==> src/rtl/sync_mix_pkg.sv <==
package sync_mix_pkg;
    typedef struct packed {
        logic sync_n;
        logic row_rst;
    } mix_out_t;

    localparam mix_out_t MIX_IDLE = '{sync_n: 1'b1, row_rst: 1'b0};
endpackage

==> src/rtl/en_stretcher.sv <==
module en_stretcher #(
    parameter int STRETCH_CYC = 8
) (
    input  logic clk,
    input  logic rst_n,
    input  logic gen_en,
    input  logic io_strobe,
    output logic eff_en
);
    localparam int CW = $clog2(STRETCH_CYC + 1);
    localparam logic [CW-1:0] LOAD = CW'(STRETCH_CYC);

    typedef struct packed {
        logic [CW-1:0] cnt;
    } st_t;

    st_t st_d, st_q;
    logic win_open;

    assign win_open = (st_q.cnt != '0);

    always_comb begin
        st_d = st_q;
        if (gen_en || (io_strobe && win_open)) begin
            st_d.cnt = LOAD;
        end else if (win_open) begin
            st_d.cnt = st_q.cnt - 1'b1;
        end
    end

    always_ff @(posedge clk or negedge rst_n) begin
        if (!rst_n) begin
            st_q <= '0;
        end else begin
            st_q <= st_d;
        end
    end

    assign eff_en = gen_en | win_open;
endmodule

==> src/rtl/sync_select.sv <==
module sync_select
    import sync_mix_pkg::*;
(
    input  logic     clk,
    input  logic     rst_n,
    input  logic     eff_en,
    input  logic     hw_sync_n,
    input  logic     sw_sync_n,
    input  logic     row_rst_req,
    output mix_out_t mix_q
);
    mix_out_t mix_d;

    always_comb begin
        mix_d = mix_q;
        if (eff_en) begin
            mix_d.sync_n  = hw_sync_n;
            mix_d.row_rst = 1'b0;
        end else begin
            mix_d.sync_n  = sw_sync_n;
            mix_d.row_rst = row_rst_req;
        end
    end

    always_ff @(posedge clk or negedge rst_n) begin
        if (!rst_n) begin
            mix_q <= MIX_IDLE;
        end else begin
            mix_q <= mix_d;
        end
    end
endmodule

==> src/rtl/sync_mixer.sv <==
module sync_mixer
    import sync_mix_pkg::*;
#(
    parameter int STRETCH_CYC = 8
) (
    input  logic clk,
    input  logic rst_n,
    input  logic hw_sync_n,
    input  logic sw_sync_n,
    input  logic row_rst_req,
    input  logic gen_en,
    input  logic io_strobe,
    output logic sync_out_n,
    output logic row_rst_out
);
    logic     eff_en;
    mix_out_t mix_q;

    en_stretcher #(.STRETCH_CYC(STRETCH_CYC)) stretch_i (
        .clk       (clk),
        .rst_n     (rst_n),
        .gen_en    (gen_en),
        .io_strobe (io_strobe),
        .eff_en    (eff_en)
    );

    sync_select select_i (
        .clk         (clk),
        .rst_n       (rst_n),
        .eff_en      (eff_en),
        .hw_sync_n   (hw_sync_n),
        .sw_sync_n   (sw_sync_n),
        .row_rst_req (row_rst_req),
        .mix_q       (mix_q)
    );

    assign sync_out_n  = mix_q.sync_n;
    assign row_rst_out = mix_q.row_rst;
endmodule

==> config.mk <==
export PLATFORM = sky130hd
export DESIGN_NAME = sync_mixer
export DESIGN_NICKNAME = d
export VERILOG_FILES = /design/src/rtl/sync_mix_pkg.sv /design/src/rtl/en_stretcher.sv /design/src/rtl/sync_select.sv /design/src/rtl/sync_mixer.sv
export SDC_FILE = /design/constraint.sdc
export NUM_CORES = 1
export LEC_CHECK = 0
export BUFFER_PORTS_ARGS = -buffer_cell sky130_fd_sc_hd__buf_2
export CELL_PAD_IN_SITES_DETAIL_PLACEMENT = 1
export CELL_PAD_IN_SITES_GLOBAL_PLACEMENT = 2
export CORE_AREA = 10 10 47 49
export DETAILED_ROUTE_END_ITERATION = 10
export DIE_AREA = 0 0 57 59
export PLACE_DENSITY_LB_ADDON = 0.1
export SYNTH_ARGS = -nofsm -noshare
export SYNTH_HDL_FRONTEND = slang
export SYNTH_SLANG_ARGS = --single-unit
==> constraint.sdc <==
create_clock -name clk -period 1.6 [get_ports clk]
set_input_delay 0 -clock clk [delete_from_list [all_inputs] [get_ports clk]]
set_output_delay 0 -clock clk [all_outputs]
set_load 0.05 [all_outputs]
# After elaboration in Yosys (flattened, before gate mapping)

Index checks and enable logic that the tools add are counted.

Bits in registers: 6
Output and inout port bits: 2
Logic and storage cells: 12

$add $sub $neg: 1
Mux-type cells: 3
Bitwise gates (word level): 1
Reductions and logical operators: 4

Operators by type and width:

| kind                                             | number |
|---|---|
| 2-to-1 mux 4 bit                                 | 2 |
| nonzero test 4 bit                               | 1 |
| subtractor 4 x 1 -> 4 bit, second input constant | 1 |
| 2-to-1 mux 2 bit                                 | 1 |
| nonzero test 2 bit                               | 1 |
| logical AND 1 bit                                | 1 |
| logical OR 1 bit                                 | 1 |
| bitwise OR 1 bit                                 | 1 |

# Depth between registers and ports, before layout

Gate-level depths: netlist of the first run.

Depth after elaboration: 4
Gate-level depth with buffers: 5
Gate-level depth less buffers: 5

# Modules after synthesis

A second synthesis of the first run with hierarchy kept.

Cells, all modules: 28
Area, all modules: 305.3 sq um

By module, submodules not included:

| module       | instances | cells an instance | area an instance (sq um) |
|---|---|---|---|
| en_stretcher | 1         | 24                | 230.2 |
| sync_select  | 1         | 4                 | 75.1 |

# Worst setup path before layout of the first run

No wires, ideal clock.

Kind: register -> register
Start: register stretch_i.st_q[0] (netlist name)
End: register, netlist name select_i.mix_q[1]
Setup time: 0.085 ns
Arrival time: 1.335 ns
Slack: 0.180 ns
Cell stages (with the launch flop): 6
Buffers on the path: 0
Cell sequence: dfrtp_1 > inv_1 > ha_1 > nor3b_4 > nor2b_4 > mux2_1

RTL lines:

| element                  | line               | source |
|---|---|---|
| start: declaration       | en_stretcher.sv:17 | `st_t st_d, st_q;` |
| start signal: assignment | en_stretcher.sv:35 | `st_q <= st_d;` |

# Final worst setup path of the first run

Start: register stretch_i.st_q[0] (netlist name)
End: register stretch_i.st_q[1] (netlist name)

Cells in the longest elaborated chain, start to end: 4
Elaborated cells on any way between the ends: 7

Ends and longest elaborated chain:

| element |
|---|
| branches (longest 4 deep; another with subtractor 4 x 1 -> 4 bit) |

Several ways; the timed one is not identified. The select of a mux whose other input is x is not followed.
A chain may end at the register's enable or synchronous reset.

==> results of run 1 <==
[cell usage in the layout (no fill, tap or decap), types with 2 or more instances in the layout]
| cell | count |
|---|---|
| a21oi_1 | 3 |
| buf_2 | 8 |
| buf_4 | 4 |
| clkbuf_4 | 3 |
| dfrtp_1 | 5 |
| dlygate4sd3_1 | 5 |
| ha_1 | 2 |
| inv_1 | 3 |
| nand2_1 | 2 |
| nor4_1 | 2 |
| or3_1 | 2 |
[report_power, final]
group          switching (mW)  internal [mW]
registers              0.0157          0.168
logic                  0.0575         0.0649
clock network          0.0697         0.0954
total                   0.143          0.329
[final cells by class]
cell class | count | area share (%)
inverter | 3 | 2.33
tap | 16 | 4.13
sequential | 6 | 31.3
clock buffer | 4 | 5.43
multi-input combinational | 20 | 32.0
timing repair buffer | 17 | 24.8
[sequential cells by signal (all words and copies together) (netlist names)]
register        flops
select_i.mix_q      2
stretch_i.st_q      4
[repair_timing]
| action | CTS | global route |
|---|---|---|
| hold buffers | 5 | 0 |
| hold endpoints to repair | 9 | 0 |
| setup buffers | 0 | 2 |
| setup endpoints to repair | 0 | 2 |
[final timing paths]
| path | from | end | slack [ns] | depth (start not counted) |
|---|---|---|---|---|
| worst max-delay path | stretch_i.st_q[0]$_DFFE_PN0P_ | stretch_i.st_q[1]$_DFFE_PN0P_ | 0.11 | 6 |
| worst min-delay path | gen_en | stretch_i.st_q[1]$_DFFE_PN0P_ | 0.009 | 2 |
| worst max register to register | stretch_i.st_q[0]$_DFFE_PN0P_ | stretch_i.st_q[1]$_DFFE_PN0P_ | 0.11 | 6 |
| worst min register to register | stretch_i.st_q[3]$_DFFE_PN0P_ | stretch_i.st_q[3]$_DFFE_PN0P_ | 0.65 | 2 |
| max in group asynchronous | rst_n | select_i.mix_q[1]$_DFF_PN1_ | 1.28 | 2 |
| min in group asynchronous | rst_n | stretch_i.st_q[0]$_DFFE_PN0P_ | 0.09 | 2 |
[cell families (layout without fill, tap and decap cells)]
| logic type | after synthesis | after routing | synth area share (%) |
|---|---|---|---|
| xor gates and xnor gates | 1 | 1 | 2.76 |
| DFF | 6 | 6 | 47.6 |
| adders and majority gates | 2 | 2 | 7.87 |
| muxes | 1 | 1 | 3.54 |
| buffers and inverters | 3 | 24 | 3.54 |
| AOI/OAI and AO/OA | 4 | 4 | 6.30 |
| and+or+nand+nor | 12 | 12 | 28.3 |
[stage by stage]
step / cell area (um2) / utilization (%) / TNS, ns
after floorplan: 318 / - / 0
after global placement: 393 / 28.0 / 0
after detailed placement: 393 / 28.0 / 0
after CTS: 469 / 33.5 / 0
after global routing: 484 / 34.6 / -0.00622
final: 484 / 34.6 / 0
[cell usage after synthesis, drive strengths merged]
master and count:
a21oi 3, and2 1, dfrtp 5, dfstp 1, ha 2, inv 3
mux2 1, nand2 2, nor2 1, nor2b 1, nor3 1, nor3b 1
nor4 2, o21ai 1, or3 2, or4b 1, xnor2 1
[per-layer routing]
| layer | vias to the layer above | track usage, % | routed length (um) |
|---|---|---|---|
| met5 | - | 0 | 0 |
| met3 | 2 | 3.22 | 49 |
| met2 | 6 | 11.2 | 503 |
| li1 | 144 | - | - |
| met4 | 0 | 5.03 | 24 |
| met1 | 144 | 5.13 | 317 |
[worst max-delay path: cells and delay by family (launching register included)]
family	cells	cell delay [ns]
flip-flops	1	0.37
adder cells (fa/ha/maj)	1	0.22
AO/OA/AOI/OAI	1	0.15
buffers and inverters	2	0.22
AND/OR/NAND/NOR	2	0.46
==> flow_summary.toml, run 1 <==
[run_status]
run_status = "finished, final reports clean"

[cts]
cts_made_buffers = 3
cts_tree = "done"
clockRootBuffer = "clkbuf_4"
insertion_delay_ns = 0.26
cts_resized = 0
clockBufferDepth = 2
cts_max_level = 1
cts_sinks = 6
clkTransAtPathRegs_ns = 0.06

[sta]
max_clock_freq_ghz = 0.670
finalSetupViolCount = 0
slew_headroom_pct = 83.7
skew_ns = 0.0103
final-hold-violation-count = 0
period_minus_slack_ns = 1.49
fin_crit_sh_pct = 93.3
holdWs_ns = 0.00926
tightest_slew_ns = 0.243
drv_slew = 0
setup_ws_ns = 0.106

[route]
drt_iter0_drc = 2
antenna_left = 0
firstDrtPassIters = 3
drt-wirelength-per-cell_um = 13.6
wl_um = 895
via_per_inst = 4.48
drc = 0
num_vias = 296

[setup_path]
slowest_delay_ns = 0.37
cp_max_fo = 5
arrival_ns = 1.68
start_kind = "flop"
required_ns = 1.79
crit_type = "flop to flop"
crit_chain = "inv_1 -> ha_1 -> nor3b_4 -> buf_4 -> or3_1 -> a21oi_1"
crit_slowest_cell = "dfrtp_1"
cp-end-kind = "flop"

[yosys]
synth.area.top_cells = "dfrtp_1 39%, dfstp_2 8.3%, ha_1 7.9%"
ys_ff_latch = 6
synth_top_cell_by_area = "dfrtp_1"
synth_cells = 29
syn_area_um2 = 318
synth_cell_types = 17
synth_top_area_share_pct = 39.4
synth_area_per_cell_um2 = 11.0
syn_nets = 38
synth_warnings = 0
seq_area_frac_synth_pct = 47.6

[placed_design]
io_buffers = 8
gp_congestion = 0.755
hpwlAfterDp_um = 678
pre_cts_ws_ns = 0.0770
place_inst = 55

[layout]
multi_input_area_um2 = 155
syn_to_final_growth_pct = 52.4
layout.nets = 60
diodes = 0
regArea_um2 = 151
filler_cell_count = 175
final_cells = 66
drive_gt1_share_pct = 36.0

[power_and_ir_drop]
finalPower_mw = 0.472
ir_worst_vdd_v = 0.000395
powerDensity_nw_per_um2 = 974
leakage_nw = 0.225

[min_path]
hp-class = "primary input to flop"

[floorplan]
die-area_um2 = 3360
io_pins = 9
core-area_um2 = 1400
die_width_um = 57
die_h_um = 59
initial_core_util_pct = 22.7
rows = 14

[grt]
antenna_found_initial = 0
grt_pass1_vias = 350
grt_pass1_wl_um = 1570
gr-usage-all-layers_pct = 6.28
grt_overflow = 0
grt_max_degree = 7

[run]
maxCapViolations = 0
Power figures use the tool's default switching activity.
==> run 2, diff against run 1 <==
--- a/config.mk
+++ b/config.mk
@@ -11,6 +11,7 @@
 export CORE_AREA = 10 10 47 49
 export DETAILED_ROUTE_END_ITERATION = 10
 export DIE_AREA = 0 0 57 59
+export MAX_ROUTING_LAYER = met4
 export PLACE_DENSITY_LB_ADDON = 0.1
 export SYNTH_ARGS = -nofsm -noshare
 export SYNTH_HDL_FRONTEND = slang
==> run 2 against run 1 <==
Final cell count unchanged; sequential cell count unchanged; sequential power about the same; critical path depth unchanged; critical path type unchanged; die area unchanged; cell area unchanged; setup slack got worse by 0.0052 ns; register-to-register slack about the same; combinational power about the same.
==> flow_summary.toml, run 2 (same netlist as run 1, synthesis figures left out) <==
[run_status]
run_status = "finished, final reports clean"

[cts]
insertion_delay_ns = 0.26
cts_made_buffers = 3
clkTransAtPathRegs_ns = 0.06
clockRootBuffer = "clkbuf_4"
cts_tree = "done"
cts_max_level = 1
cts_sinks = 6
clockBufferDepth = 2
cts_resized = 0

[floorplan]
initial_core_util_pct = 22.7
core-area_um2 = 1400
rows = 14
die_width_um = 57
die-area_um2 = 3360
die_h_um = 59
io_pins = 9

[placed_design]
hpwlAfterDp_um = 678
io_buffers = 8
pre_cts_ws_ns = 0.0770
place_inst = 55
gp_congestion = 0.765

[grt]
grt_use_met2_pct = 11.0
grt_max_degree = 7
grt_pass1_vias = 347
busiest_layer = "met2"
antenna_found_initial = 0
met1_usage_pct = 5.49
gr-usage-all-layers_pct = 6.50
grt_pass1_wl_um = 1590
met3_usage_pct = 3.00
grt_overflow = 0

[route]
drc = 0
via_per_inst = 4.48
num_vias = 296
antenna_left = 0
firstDrtPassIters = 2
drt_iter0_drc = 2
drt-wirelength-per-cell_um = 13.7
wl_um = 905

[sta]
setup_ws_ns = 0.101
holdWs_ns = 0.0132
drv_slew = 0
max_clock_freq_ghz = 0.667
finalSetupViolCount = 0
tightest_slew_ns = 0.243
slew_headroom_pct = 83.7
period_minus_slack_ns = 1.50
final-hold-violation-count = 0
fin_crit_sh_pct = 93.7
skew_ns = 0.00913

[layout]
utilization_pct = 34.6
regMostFlops = "stretch_i.st_q"
diodes = 0
largest_reg_flops = 4
final_cell_mix = "8 x buf_2, 5 x dlygate4sd3_1, 5 x dfrtp_1"
syn_to_final_growth_pct = 52.4
top_regs = "stretch_i.st_q x4, select_i.mix_q x2"
drive_gt1_share_pct = 36.0
final_cells = 66
layout.nets = 60
layout_commonest_cell = "buf_2"

[setup_path]
crit_type = "flop to flop"
arrival_ns = 1.68
required_ns = 1.79
cp_max_fo = 5
start_kind = "flop"
cp-end-kind = "flop"

[power_and_ir_drop]
leakage_nw = 0.225
powerDensity_nw_per_um2 = 972
ir_worst_vdd_v = 0.000391

[run]
maxCapViolations = 0

[min_path]
hp-class = "primary input to flop"
## run 2: cell counts in the layout (fill, tap and decap cells not counted)
No cell type changed its count.
## run 2: cell type report
cell class                 count  area (um2)
tap                           16        20.0
clock buffer                   4        26.3
fill                         175         917
timing repair buffer          17         120
sequential                     6         151
inverter                       3        11.3
multi-input combinational     20         155
## run 2: final timing paths
| path | from | to | slack [ns] | depth (start not counted) |
|---|---|---|---|---|
| setup reg to reg | stretch_i.st_q[0]$_DFFE_PN0P_ | stretch_i.st_q[1]$_DFFE_PN0P_ | 0.10 | 6 |
| min in group asynchronous | rst_n | stretch_i.st_q[0]$_DFFE_PN0P_ | 0.09 | 2 |
| setup / recovery | stretch_i.st_q[0]$_DFFE_PN0P_ | stretch_i.st_q[1]$_DFFE_PN0P_ | 0.10 | 6 |
| hold reg to reg | stretch_i.st_q[3]$_DFFE_PN0P_ | stretch_i.st_q[3]$_DFFE_PN0P_ | 0.65 | 2 |
| max in group asynchronous | rst_n | select_i.mix_q[1]$_DFF_PN1_ | 1.27 | 2 |
| hold / removal | gen_en | stretch_i.st_q[1]$_DFFE_PN0P_ | 0.01 | 2 |
## run 2: per-layer routing
| layer | up-vias | part of all wire (%) |
|---|---|---|
| li1 | 144 | - |
| met1 | 144 | 37 |
| met2 | 6 | 55 |
| met3 | 2 | 4.4 |
| met4 | 0 | 2.7 |
| met5 | - | 0 |
## run 2: what timing repair did
item | 4_1_cts | 5_1_grt
endpoints found under the setup margin | 0 | 2
setup buffers | 0 | 2
endpoints found under the hold margin | 9 | 0
hold buffers | 5 | 0
## run 2: through the flow
stage | TNS, ns | total power, mW | area [um2]
finish | 0 | 0.471 | 484
global route | -0.00622 | 0.508 | 484
CTS | 0 | 0.473 | 469
detailed placement | 0 | 0.293 | 393
global placement | 0 | 0.290 | 393
floorplan | 0 | 0.252 | 318
## run 2: worst max-delay path, stage by stage (launching register included)
cell and delay, ns:
dfrtp_1 0.38, inv_1 0.07, ha_1 0.22, nor3b_4 0.16, buf_4 0.16, or3_1 0.30
a21oi_1 0.15
## run 2: where the power goes
part	internal, mW	leakage, nW	switching, mW
Sequential	0.168	0.0740	0.0157
Clock	0.0954	0.0150	0.0685
Combinational	0.0649	0.136	0.0576
Total	0.329	0.225	0.142
==> run 3, diff against run 2 <==
==> constraint.sdc (replaced) <==
create_clock -name clk -period 1.6 [get_ports clk]
set_input_delay 0.16 -clock clk [delete_from_list [all_inputs] [get_ports clk]]
set_output_delay 0.16 -clock clk [all_outputs]
set_load 0.05 [all_outputs]
==> run 3 against run 2 <==
Hold slack improved by 0.11 ns; sequential share of layout area rose by 2.8 points; sequential cell count did not move; final cell count fell by 6.1%; die area did not move; count of clock-buffer cells in the layout did not move; non-clock buffer count fell by 4; utilization fell by 2.9 points; largest power group unchanged; critical path depth did not move; first-iteration DRC count rose by 100%; cell area fell by 8.3%.
==> flow_summary.toml, run 3 (same netlist as run 1, synthesis figures left out) <==
[run_status]
run_status = "finished, final reports clean"

[setup_path]
crit_slowest_cell = "dfrtp_1"
cp_max_fo = 5
crit_chain = "inv_1 -> ha_1 -> nor3b_4 -> buf_4 -> or3_1 -> a21oi_1"
start_kind = "flop"
arrival_ns = 1.67
required_ns = 1.78
critPathTopFamily = "simple AND/OR/NAND/NOR gates"
worst-path-buf-inv = 2
cp-end-kind = "flop"
crit_type = "flop to flop"
slowest_delay_ns = 0.37

[cts]
clockRootBuffer = "clkbuf_4"
clkTransAtPathRegs_ns = 0.06
cts_sinks = 6
cts_made_buffers = 3
cts_max_level = 1
cts_tree = "done"
insertion_delay_ns = 0.26
clockBufferDepth = 2

[floorplan]
die-area_um2 = 3360
die_h_um = 59
core-area_um2 = 1400
io_pins = 9
initial_core_util_pct = 22.7
rows = 14
die_width_um = 57

[route]
drt-wirelength-per-cell_um = 13.5
drc = 0
wl_um = 840
num_vias = 280
firstDrtPassIters = 2
drt_iter0_drc = 4
via_per_inst = 4.52
antenna_left = 0

[layout]
multi_input_area_um2 = 155
final_cell_mix = "8 x buf_2, 5 x dfrtp_1, 4 x buf_4"
drive_gt1_share_pct = 39.1
filler_cell_count = 174
final_cell_area_um2 = 444
top_regs = "stretch_i.st_q x4, select_i.mix_q x2"
utilization_pct = 31.7
final_cells = 62
layout.nets = 56
syn_to_final_growth_pct = 39.8
diodes = 0
regMostFlops = "stretch_i.st_q"
regArea_um2 = 151
layout_commonest_cell = "buf_2"
largest_reg_flops = 4

[sta]
tightest_slew_ns = 0.237
drv_slew = 0
holdWs_ns = 0.124
fin_crit_sh_pct = 93.1
slew_headroom_pct = 84.1
finalSetupViolCount = 0
final-hold-violation-count = 0
skew_ns = 0.00857
max_clock_freq_ghz = 0.671
period_minus_slack_ns = 1.49

[power_and_ir_drop]
leakage_nw = 0.208
ir_worst_vdd_v = 0.000388
powerDensity_nw_per_um2 = 1040
finalPower_mw = 0.461

[placed_design]
gp_congestion = 0.765
placed_area_um2 = 393
hpwlAfterDp_um = 678
io_buffers = 8
place_inst = 55

[grt]
grt_pass1_vias = 327
grt_max_degree = 7
grt_pass1_wl_um = 1450
antenna_found_initial = 0
gr-usage-all-layers_pct = 5.96
grt_overflow = 0

[min_path]
hp-class = "primary input to flop"

[run]
maxCapViolations = 0
-- run 3: cell count changes in the layout (fill, tap and decap cells not counted), sizes merged --
cell         previous run  this run
dlygate4sd3             5         1
-- run 3: metal layers --
layer | part of all wire, % | vias up | track usage, %
li1 | - | 136 | -
met4 | 2.9 | 0 | 5.03
met5 | 0 | - | -
met1 | 39 | 136 | 5.37
met2 | 53 | 6 | 9.30
met3 | 4.6 | 2 | 3.00
-- run 3: final timing paths --
| kind | slack, ns | cells after the start | startpoint | endpoint |
|---|---|---|---|---|
| worst min register to register | 0.65 | 2 | stretch_i.st_q[3]$_DFFE_PN0P_ | stretch_i.st_q[3]$_DFFE_PN0P_ |
| worst max-delay path | 0.11 | 6 | stretch_i.st_q[0]$_DFFE_PN0P_ | stretch_i.st_q[1]$_DFFE_PN0P_ |
| min in group asynchronous | 0.25 | 2 | rst_n | stretch_i.st_q[0]$_DFFE_PN0P_ |
| worst max register to register | 0.11 | 6 | stretch_i.st_q[0]$_DFFE_PN0P_ | stretch_i.st_q[1]$_DFFE_PN0P_ |
| worst min-delay path | 0.12 | 2 | row_rst_req | select_i.mix_q[0]$_DFF_PN0_ |
| max in group asynchronous | 1.11 | 2 | rst_n | select_i.mix_q[1]$_DFF_PN1_ |
-- run 3: power breakdown --
group	switching, mW	internal (mW)	leakage (nW)
Clock	0.0686	0.0954	0.0150
Combinational	0.0551	0.0585	0.119
Sequential	0.0154	0.168	0.0740
Total	0.139	0.322	0.208
-- run 3: timing repair --
action	4_1_cts	5_1_grt
hold endpoints to repair	6	0
hold buffers	1	0
resized for setup	0	0
setup endpoints to repair	0	2
setup buffers	0	2
-- run 3: through the flow --
stage	setup slack, ns	TNS [ns]
6_report	0.110	0
5_1_grt	-0.00362	-0.00362
4_1_cts	0.0655	0
3_5_place_dp	0.0770	0
3_3_place_gp	0.119	0
2_1_floorplan	0.180	0
-- run 3: final cells by class --
class | instances | share of cell area [%]
Timing Repair Buffer | 13 | 18.0
Tap cell | 16 | 4.51
Inverter | 3 | 2.54
Multi-Input combinational cell | 20 | 34.9
Clock buffer | 4 | 5.92
Sequential cell | 6 | 34.1
